$ cat src/rtl/octmr_pkg.sv
package octmr_pkg;
  localparam int BUS_AW = 4;
  localparam int BUS_DW = 16;
  localparam int TMR_W  = 16;
  localparam int NUM_CH = 4;

  localparam logic [BUS_AW-1:0] A_CTRL  = 4'd0;
  localparam logic [BUS_AW-1:0] A_COUNT = 4'd1;
  localparam logic [BUS_AW-1:0] A_OCEN  = 4'd2;
  localparam logic [BUS_AW-1:0] A_DIR   = 4'd3;
  localparam logic [BUS_AW-1:0] A_MMASK = 4'd4;
  localparam logic [BUS_AW-1:0] A_MDATA = 4'd5;
  localparam logic [BUS_AW-1:0] A_PORT  = 4'd6;
  localparam logic [BUS_AW-1:0] A_CMP0  = 4'd8;
endpackage

$ cat src/rtl/octmr_counter.sv
module octmr_counter #(
  parameter int W = 16
) (
  input  logic         clk,
  input  logic         rst_n,
  input  logic         run,
  output logic [W-1:0] cnt,
  output logic         adv
);
  always_ff @(posedge clk) begin
    if (!rst_n) begin
      cnt <= '0;
      adv <= 1'b0;
    end else begin
      adv <= run;
      if (run) cnt <= cnt + 1'b1;
    end
  end

  AST_CNT_STEP: assert property (@(posedge clk) disable iff (!rst_n)
    run |=> (cnt == $past(cnt) + 1'b1));
  AST_CNT_HOLD: assert property (@(posedge clk) disable iff (!rst_n)
    !run |=> $stable(cnt));
endmodule

$ cat src/rtl/octmr_cmp_bank.sv
module octmr_cmp_bank #(
  parameter int W = 16,
  parameter int N = 4
) (
  input  logic           clk,
  input  logic           rst_n,
  input  logic [W-1:0]   cnt,
  input  logic           adv,
  input  logic [N*W-1:0] cmp_flat,
  output logic [N-1:0]   hit
);
  for (genvar g = 0; g < N; g++) begin : g_ch
    logic [W-1:0] cmp_v;
    assign cmp_v  = cmp_flat[g*W +: W];
    assign hit[g] = adv && (cnt == cmp_v);

    AST_HIT_ONCE: assert property (@(posedge clk) disable iff (!rst_n)
      hit[g] |=> (!hit[g] || !$stable(cmp_v)));
  end
endmodule

$ cat src/rtl/octmr_regs.sv
module octmr_regs
  import octmr_pkg::*;
#(
  parameter int W  = 16,
  parameter int N  = 4,
  parameter int AW = 4,
  parameter int DW = 16
) (
  input  logic           clk,
  input  logic           rst_n,
  input  logic           we,
  input  logic [AW-1:0]  addr,
  input  logic [DW-1:0]  wdata,
  output logic [DW-1:0]  rdata,
  input  logic [W-1:0]   cnt,
  input  logic [N-1:0]   port_q,
  output logic           run,
  output logic [N-1:0]   oc_en,
  output logic [N-1:0]   dir,
  output logic [N-1:0]   mmask,
  output logic [N-1:0]   mdata,
  output logic [N*W-1:0] cmp_flat,
  output logic           port_we
);
  assign port_we = we && (addr == A_PORT);

  always_ff @(posedge clk) begin
    if (!rst_n) begin
      run   <= 1'b0;
      oc_en <= '0;
      dir   <= '0;
      mmask <= '0;
      mdata <= '0;
    end else if (we) begin
      case (addr)
        A_CTRL:  run   <= wdata[0];
        A_OCEN:  oc_en <= wdata[N-1:0];
        A_DIR:   dir   <= wdata[N-1:0];
        A_MMASK: mmask <= wdata[N-1:0];
        A_MDATA: mdata <= wdata[N-1:0];
        default: ;
      endcase
    end
  end

  for (genvar g = 0; g < N; g++) begin : g_cmp
    always_ff @(posedge clk) begin
      if (!rst_n) cmp_flat[g*W +: W] <= '0;
      else if (we && (addr == A_CMP0 + AW'(g))) cmp_flat[g*W +: W] <= wdata[W-1:0];
    end
  end

  always_comb begin
    rdata = '0;
    case (addr)
      A_CTRL:  rdata[0]     = run;
      A_COUNT: rdata[W-1:0] = cnt;
      A_OCEN:  rdata[N-1:0] = oc_en;
      A_DIR:   rdata[N-1:0] = dir;
      A_MMASK: rdata[N-1:0] = mmask;
      A_MDATA: rdata[N-1:0] = mdata;
      A_PORT:  rdata[N-1:0] = port_q;
      default: begin
        for (int k = 0; k < N; k++)
          if (addr == A_CMP0 + AW'(k)) rdata[W-1:0] = cmp_flat[k*W +: W];
      end
    endcase
  end

  AST_DIR_KEEP: assert property (@(posedge clk) disable iff (!rst_n)
    (we && addr == A_MMASK) |=> $stable(dir));
  AST_RSV_ZERO: assert property (@(posedge clk) disable iff (!rst_n)
    (addr == A_MMASK || addr == A_MDATA) |-> (rdata[DW-1:N] == '0));
endmodule

$ cat src/rtl/octmr_port.sv
module octmr_port #(
  parameter int N = 4
) (
  input  logic         clk,
  input  logic         rst_n,
  input  logic [N-1:0] hit,
  input  logic [N-1:0] oc_en,
  input  logic [N-1:0] dir,
  input  logic [N-1:0] mmask,
  input  logic [N-1:0] mdata,
  input  logic         sw_we,
  input  logic [N-1:0] sw_data,
  output logic [N-1:0] port_q,
  output logic [N-1:0] port_oe
);
  localparam int MST = N - 1;

  logic master_fire;
  assign master_fire = hit[MST] && oc_en[MST];

  for (genvar g = 0; g < N; g++) begin : g_pin
    logic take_master, take_own;
    assign take_master = master_fire && mmask[g];
    assign take_own    = hit[g] && oc_en[g];

    always_ff @(posedge clk) begin
      if (!rst_n)           port_q[g] <= 1'b0;
      else if (take_master) port_q[g] <= mdata[g];
      else if (take_own)    port_q[g] <= ~port_q[g];
      else if (sw_we)       port_q[g] <= sw_data[g];
    end

    assign port_oe[g] = dir[g] | (oc_en[g] & mmask[g]);

    AST_MASTER_WINS: assert property (@(posedge clk) disable iff (!rst_n)
      (master_fire && mmask[g]) |=> (port_q[g] == $past(mdata[g])));
    AST_UNMASKED_QUIET: assert property (@(posedge clk) disable iff (!rst_n)
      (!(master_fire && mmask[g]) && !(hit[g] && oc_en[g]) && !sw_we) |=> $stable(port_q[g]));
  end
endmodule

$ cat src/rtl/octmr_top.sv
module octmr_top
  import octmr_pkg::*;
#(
  parameter int W  = TMR_W,
  parameter int N  = NUM_CH,
  parameter int AW = BUS_AW,
  parameter int DW = BUS_DW
) (
  input  logic          clk,
  input  logic          rst_n,
  input  logic          bus_we,
  input  logic [AW-1:0] bus_addr,
  input  logic [DW-1:0] bus_wdata,
  output logic [DW-1:0] bus_rdata,
  output logic [N-1:0]  pin_out,
  output logic [N-1:0]  pin_oe
);
  logic [W-1:0]   cnt;
  logic           adv, run, port_we;
  logic [N-1:0]   oc_en, dir, mmask, mdata, hit;
  logic [N*W-1:0] cmp_flat;

  octmr_counter #(.W(W)) u_cnt (
    .clk(clk), .rst_n(rst_n), .run(run), .cnt(cnt), .adv(adv)
  );

  octmr_cmp_bank #(.W(W), .N(N)) u_cmp (
    .clk(clk), .rst_n(rst_n), .cnt(cnt), .adv(adv),
    .cmp_flat(cmp_flat), .hit(hit)
  );

  octmr_regs #(.W(W), .N(N), .AW(AW), .DW(DW)) u_regs (
    .clk(clk), .rst_n(rst_n), .we(bus_we), .addr(bus_addr),
    .wdata(bus_wdata), .rdata(bus_rdata), .cnt(cnt), .port_q(pin_out),
    .run(run), .oc_en(oc_en), .dir(dir), .mmask(mmask), .mdata(mdata),
    .cmp_flat(cmp_flat), .port_we(port_we)
  );

  octmr_port #(.N(N)) u_port (
    .clk(clk), .rst_n(rst_n), .hit(hit), .oc_en(oc_en), .dir(dir),
    .mmask(mmask), .mdata(mdata), .sw_we(port_we),
    .sw_data(bus_wdata[N-1:0]), .port_q(pin_out), .port_oe(pin_oe)
  );
endmodule

$ cat config.mk
export PLATFORM = sky130hd
export DESIGN_NAME = octmr_top
export DESIGN_NICKNAME = d
export VERILOG_FILES = /design/src/rtl/octmr_pkg.sv /design/src/rtl/octmr_counter.sv /design/src/rtl/octmr_cmp_bank.sv /design/src/rtl/octmr_regs.sv /design/src/rtl/octmr_port.sv /design/src/rtl/octmr_top.sv
export SDC_FILE = /design/constraint.sdc
export NUM_CORES = 1
export LEC_CHECK = 0
export BUFFER_PORTS_ARGS = -buffer_cell sky130_fd_sc_hd__buf_2
export CAP_MARGIN = 20
export CORE_MARGIN = 10
export CORE_UTILIZATION = 25
export CTS_CLUSTER_SIZE = 14
export DETAILED_ROUTE_END_ITERATION = 7
export PLACE_DENSITY = 0.36
export SETUP_SLACK_MARGIN = 0.3
export SYNTH_ARGS = -nofsm -noshare
export SYNTH_HDL_FRONTEND = slang
export SYNTH_SLANG_ARGS = --single-unit
$ cat constraint.sdc
create_clock -name clk -period 3 [get_ports clk]
set_input_delay 0.6 -clock clk [delete_from_list [all_inputs] [get_ports clk]]
set_output_delay 0.6 -clock clk [all_outputs]
set_load 0.01 [all_outputs]
==> results_dict.tcl, run 1 <==
set metrics [dict create \
    status "finished, final reports clean" \
    cts_root_buf "clkbuf_16" \
    setup_violations 0 \
    grt_pass1_wl_mm 32.5 \
    io_buffer_count 46 \
    yosys_warnings 0 \
    fp.dieArea_sq_um 30000 \
    ir_drop_v 0.000226 \
    crit_fanout 11 \
    combPwrFrac 0.086 \
    crit_family "buffers and inverters" \
    drt-initial-drc-count 296 \
    first_pass_iters 4 \
    clock-sinks 102 \
    tns_ps 0 \
    synthTopCellsByCount "166 x nand2_1, 102 x dfxtp_1, 70 x a21boi_0, 52 x xnor2_1, 33 x clkbuf_1" \
    area_growth_pct 15.0 \
    fin_crit_sh 0.869 \
    min_period_ps 2610 \
    drive_gt1_frac 0.169 \
    antenna_left 0 \
    htreeDepth 3 \
    internal-power_mw 2.12 \
    fp.dieW_microns 173 \
    io_pins 47 \
    yosysMostFrequentCell "nand2_1" \
    path_clk_slew_ps 80 \
    hold_viol_final 0 \
    worstSetupEndpointType "primary output" \
    cts-buffers-inserted 9 \
    powerDensity_nw_per_um2 425 \
    clock_path_buffers 2 \
    grt_antenna_before_repair 0 \
    synth_ff_type "dfxtp_1" \
    p_seq_frac 0.484 \
    startpoint_type "primary input" \
    first_global_vias 4917 \
    core_region_area_sq_um 22800 \
    hold_depth 2 \
    placementRows 55 \
    wirelength_mm 21.6 \
    cp_slowest_cell "mux4_2" \
    synth_cell_types 60 \
    die_h_microns 173 \
    synthesis.nets 714 \
    synth_top_area_frac 0.349 \
    synth.largest_area_cell "dfxtp_1" \
    vias 4947 \
    ff2ff_path_depth 6 \
    routed_via_density 4.79 \
    ys_top_cells_by_area "dfxtp_1 35%, nand2_1 11%, a21boi_0 9.0%" \
    cts_hold_buf 0 \
    syn_area_per_cell_sq_um 8.49 \
    clock_latency_ps 360 \
    cp.required_ps 2400 \
    drc 0 \
    overflow 0 \
    arrival_ps 2010 \
    synth_cells 690 \
    worstPathCellList "clkbuf_4, buf_4, mux4_2, a22o_1, buf_2" \
    maxCapViolCount 0 \
    worst-path-stages 5 \
    wl_per_cell_microns 20.9 \
    diodes 0 \
    hold_class "register to register" \
    crit_type "primary input to primary output" \
    gp_congestion 0.836 \
    track_usage 0.142 \
    async_reset_ff_frac 0 \
    synth_area_sq_um 5860 \
    start_util 0.256 \
    fmax_mhz 384 \
    grt_start_max_net_pins 47 \
    synth_seq_area_share 0.349 \
    swShare 0.260 \
    ys_ff_latch 102 \
    clock_skew_ps 11.6 \
    critPathMaxStageDelay_ps 540 \
    dp_hpwl_mm 15.8 \
    cts_setup_buffers 0 \
    p_clk_frac 0.430 \
    p_sw_mw 0.745 \
    worst_pin_slew_ps 835 \
    leakagePower_nw 2.47 \
    relSlewSlack 0.443 \
    nNetsFinal 739 \
    placed_cell_area_sq_um 6420 \
    slew_violations 0 \
    synth-edff-count 0 \
    crit_buf_inv 3 \
    cts_tree "built" \
    rsz0062_at_grt "true" \
    fin_area_sq_um 6740 \
]
==> per-layer routing <==
| layer | vias to the layer above | share of wire | track usage |
|---|---|---|---|
| li1 | 2395 | - | - |
| met1 | 2465 | 0.49 | 0.194 |
| met2 | 65 | 0.47 | 0.227 |
| met3 | 22 | 0.027 | 0.0200 |
| met4 | 0 | 0.016 | 0.0435 |
| met5 | - | 0 | 0 |
==> registers in the layout, indices dropped and copies added, names as in the netlist <==
name,count
u_regs.mdata,4
u_port.port_q,4
u_regs.run,1
u_cnt.cnt,16
u_regs.cmp_flat,64
u_regs.dir,4
u_regs.oc_en,4
u_cnt.adv,1
u_regs.mmask,4
==> power by group through the flow <==
stage	combinational [mW]	sequential [mW]	clock, mW
final	0.247	1.39	1.23
after floorplan	0.151	1.41	0
after detailed placement	0.247	1.42	0
after CTS	0.248	1.39	1.27
after global routing	0.268	1.39	1.32
after global placement	0.246	1.42	0
==> worst min-delay path, cell delays in order, from the launching register on <==
cell	delay (ps)
dfxtp_1	340
nand2_1	60
a21boi_1	50
==> cell usage in the layout, fill, tap and decap left out, types with 6 or more instances in the layout <==
cell type / synthesis / final
nand2_1: 166 / 166
dfxtp_1: 102 / 101
a21boi_0: 70 / 70
xnor2_1: 52 / 52
buf_2: 15 / 45
nand3_1: 27 / 27
xor2_1: 23 / 23
buf_4: 2 / 23
and2_1: 20 / 20
nand4_1: 16 / 16
mux4_2: 15 / 15
nor2_1: 15 / 15
mux2i_1: 14 / 14
nor2b_1: 12 / 12
a22o_1: 11 / 11
clkbuf_16: 0 / 9
o21ai_0: 8 / 8
inv_1: 6 / 6
a21o_1: 6 / 6
nor4_1: 6 / 6
==> cells by family (layout without fill, tap and decap cells) <==
logic type,Yosys count,count (layout),synth area share
AOI/OAI and AO/OA,122,122,0.155
xor gates and xnor gates,79,79,0.123
adders and majority gates,1,1,0.00214
buffers and inverters,64,94,0.0506
DFF,102,102,0.349
muxes,33,33,0.0893
and+or+nand+nor,289,289,0.231
==> stage by stage <==
stage                     power, mW  instances  hold WS [ps]  utilization  worst slack (ps)
final                          2.86       1033           497        0.295               392
after global routing           2.98       1033           507        0.295               300
after CTS                      2.90       1033           497        0.294               347
after detailed placement       1.67       1017           481        0.281               353
after global placement         1.66       1017           475        0.281               356
after floorplan                1.56        690           458            -               317
==> final timing paths <==
kind,from,end,slack [ps]
worst max-delay path,bus_addr[0],bus_rdata[14],390
worst max register to register,u_cnt.cnt[8],u_port.port_q[2],710
worst min register to register,u_regs.cmp_flat[26],u_regs.cmp_flat[26],500
worst min-delay path,u_regs.cmp_flat[26],u_regs.cmp_flat[26],500
==> layout make-up <==
type,instances,area [sq um]
Sequential cell,102,2040
Timing Repair Buffer,72,448
Multi-Input combinational cell,524,3530
Clock buffer,10,229
Tap cell,313,392
Fill cell,2499,16100
Inverter,6,22.5
Clock inverter,6,71.3
==> timing repair <==
| item | in CTS | in global routing |
|---|---|---|
| resized for setup | 0 | 5 |
| endpoints found under the setup margin | 0 | 2 |
| endpoints found under the hold margin | 0 | 0 |
Note: power is estimated with default switching activity, not from simulation.
==> run 2, diff against run 1 <==
--- a/config.mk
+++ b/config.mk
@@ -5,6 +5,7 @@
 export SDC_FILE = /design/constraint.sdc
 export NUM_CORES = 1
 export LEC_CHECK = 0
+export ABC_AREA = 1
 export BUFFER_PORTS_ARGS = -buffer_cell sky130_fd_sc_hd__buf_2
 export CAP_MARGIN = 20
 export CORE_MARGIN = 10
==> constraint.sdc (replaced) <==
create_clock -name clk -period 2.5 [get_ports clk]
set_input_delay 0.5 -clock clk [delete_from_list [all_inputs] [get_ports clk]]
set_output_delay 0.5 -clock clk [all_outputs]
set_load 0.01 [all_outputs]
==> results_dict.tcl, run 2 <==
set metrics [dict create \
    status "finished, final reports clean" \
    first_global_vias 5828 \
    drt-initial-drc-count 411 \
    io_pins 47 \
    reg.largest.list "u_regs.cmp_flat: 64 flops, u_cnt.cnt: 16 flops" \
    synth_cell_types 35 \
    clock_path_buffers 2 \
    cts_hold_buf 0 \
    die_h_microns 172 \
    start_util 0.254 \
    p_seq_frac 0.490 \
    dp_slack_ps 109 \
    fin_crit_sh 0.875 \
    placed_cell_area_sq_um 6360 \
    total_power_mw 3.43 \
    io_buffer_count 46 \
    tns_ps 0 \
    critPathMaxStageDelay_ps 270 \
    async_reset_ff_frac 0 \
    crit_type "primary input to primary output" \
    dp_cells 1202 \
    post-route-util 0.304 \
    syn_area_per_cell_sq_um 6.50 \
    synth-edff-count 0 \
    grtUsageMet1 0.220 \
    met3_usage 0.0178 \
    track_usage 0.159 \
    wirelength_mm 23.4 \
    hold_class "primary input to register" \
    whs_ps 451 \
    min_period_ps 2190 \
    diodes 0 \
    cts_tree "built" \
    relSlewSlack 0.567 \
    grt-busiest-layer "met2" \
    synthesis.nets 913 \
    grt_pass1_wl_mm 35.5 \
    swShare 0.273 \
    final_common_cell "nand2_1" \
    fmax_mhz 457 \
    ir_drop_v 0.000261 \
    hold_viol_final 0 \
    grt_start_max_net_pins 33 \
    synth_ff_type "dfxtp_1" \
    dp_hpwl_mm 17.7 \
    synthTopCellsByCount "196 x nand2_1, 122 x inv_1, 103 x a21oi_1, 102 x dfxtp_1, 95 x o21ai_0" \
    fin_area_sq_um 6890 \
    powerDensity_nw_per_um2 497 \
    drive_gt1_frac 0.173 \
    p_clk_frac 0.406 \
    gp_congestion 0.812 \
    clock_latency_ps 360 \
    overflow 0 \
    placementRows 55 \
    worstSetupEndpointType "primary output" \
    cp.required_ps 2000 \
    area_growth_pct 19.4 \
    wl_per_cell_microns 19.2 \
    antenna_left 0 \
    rsz0062_at_grt "true" \
    clock_skew_ps 9.24 \
    htreeDepth 3 \
    yosys_warnings 0 \
    worstPathCellList "buf_4, nor2_4, inv_2, nor2_4, clkinv_4, buf_8, o211ai_1, buf_2" \
    synth_top_area_frac 0.354 \
    crit_fanout 7 \
    yosysMostFrequentCell "nand2_1" \
    grt_antenna_before_repair 0 \
    cts-buffers-inserted 9 \
    arrival_ps 1690 \
    maxCapViolCount 0 \
    p_sw_mw 0.935 \
    clock-sinks 102 \
    fin_ws_ps 313 \
    ys_ff_latch 102 \
    internal-power_mw 2.49 \
    combPwrFrac 0.104 \
    fp.dieW_microns 172 \
    startpoint_type "primary input" \
    synth_area_sq_um 5780 \
    cts_root_buf "clkbuf_16" \
    synth_cells 889 \
    path_common_cell "nor2_4" \
    core_region_area_sq_um 22700 \
    synth.largest_area_cell "dfxtp_1" \
    cp_slowest_cell "o211ai_1" \
    largest_register "u_regs.cmp_flat" \
    crit_family "buffers and inverters" \
    nNetsFinal 954 \
    layout_common_cells "194 x nand2_1, 110 x inv_1, 103 x a21oi_1" \
    largest_register_ffs 64 \
    vias 5802 \
    routed_via_density 4.76 \
    first_pass_iters 5 \
    slew_violations 0 \
    gr-usage-met2 0.257 \
    synth_seq_area_share 0.354 \
    fp.dieArea_sq_um 29600 \
    setup_violations 0 \
    ys_top_cells_by_area "dfxtp_1 35%, nand2_1 13%, a21oi_1 8.9%" \
    final_cells 1219 \
    path_clk_slew_ps 70 \
    drc 0 \
    crit_buf_inv 5 \
    leakagePower_nw 2.74 \
    worst_pin_slew_ps 649 \
]
run 2: timing repair:
action	CTS	global route
resized for setup	17	47
setup buffers	1	0
setup endpoints to repair	16	16
pin swaps	2	9
gates cloned	0	1
run 2: worst paths after layout:
path	start	to	slack, ps	depth (start not counted)
max	bus_addr[1]	bus_rdata[14]	310	8
min	bus_wdata[4]	u_regs.cmp_flat[36]	450	3
max reg2reg	u_cnt.cnt[1]	u_cnt.cnt[12]	580	6
min reg2reg	u_regs.dir[3]	u_regs.dir[3]	480	2
run 2: layout make-up:
type / instances / area (sq um)
flip-flops and latches: 102 / 2040
well taps: 285 / 357
clock buffers: 14 / 264
clock inverters: 1 / 5.00
repair buffers: 73 / 515
multi-input cells: 609 / 3190
inverters: 135 / 517
fillers: 2593 / 15800
run 2: layer usage:
layer / share of wire / wire length, microns / up-vias
met2: 0.46 / 10800 / 75
met1: 0.50 / 11800 / 2712
met5: 0 / 0 / -
met4: 0.010 / 238 / 0
met3: 0.023 / 528 / 15
li1: - / - / 3000
run 2: power by group through the flow:
stage | Combinational, mW | Sequential, mW | Clock, mW
detailed placement | 0.332 | 1.72 | 0
global placement | 0.335 | 1.72 | 0
floorplan | 0.189 | 1.71 | 0
finish | 0.357 | 1.68 | 1.39
global route | 0.396 | 1.68 | 1.49
CTS | 0.339 | 1.68 | 1.43
run 2: worst register-to-register path: cells and delay by family (launching register included):
family          cells  cell delay (ps)
compound gates      2              230
fa+ha+maj           1              320
flops               1              550
simple gates        3              710
run 2: logic make-up after synthesis:
kind of cell | Yosys count | share of synthesized area
xor gates and xnor gates | 14 | 0.0212
adders and majority gates | 1 | 0.00217
and+or+nand+nor | 347 | 0.265
buffers and inverters | 178 | 0.125
DFF | 102 | 0.354
AOI/OAI and AO/OA | 247 | 0.233
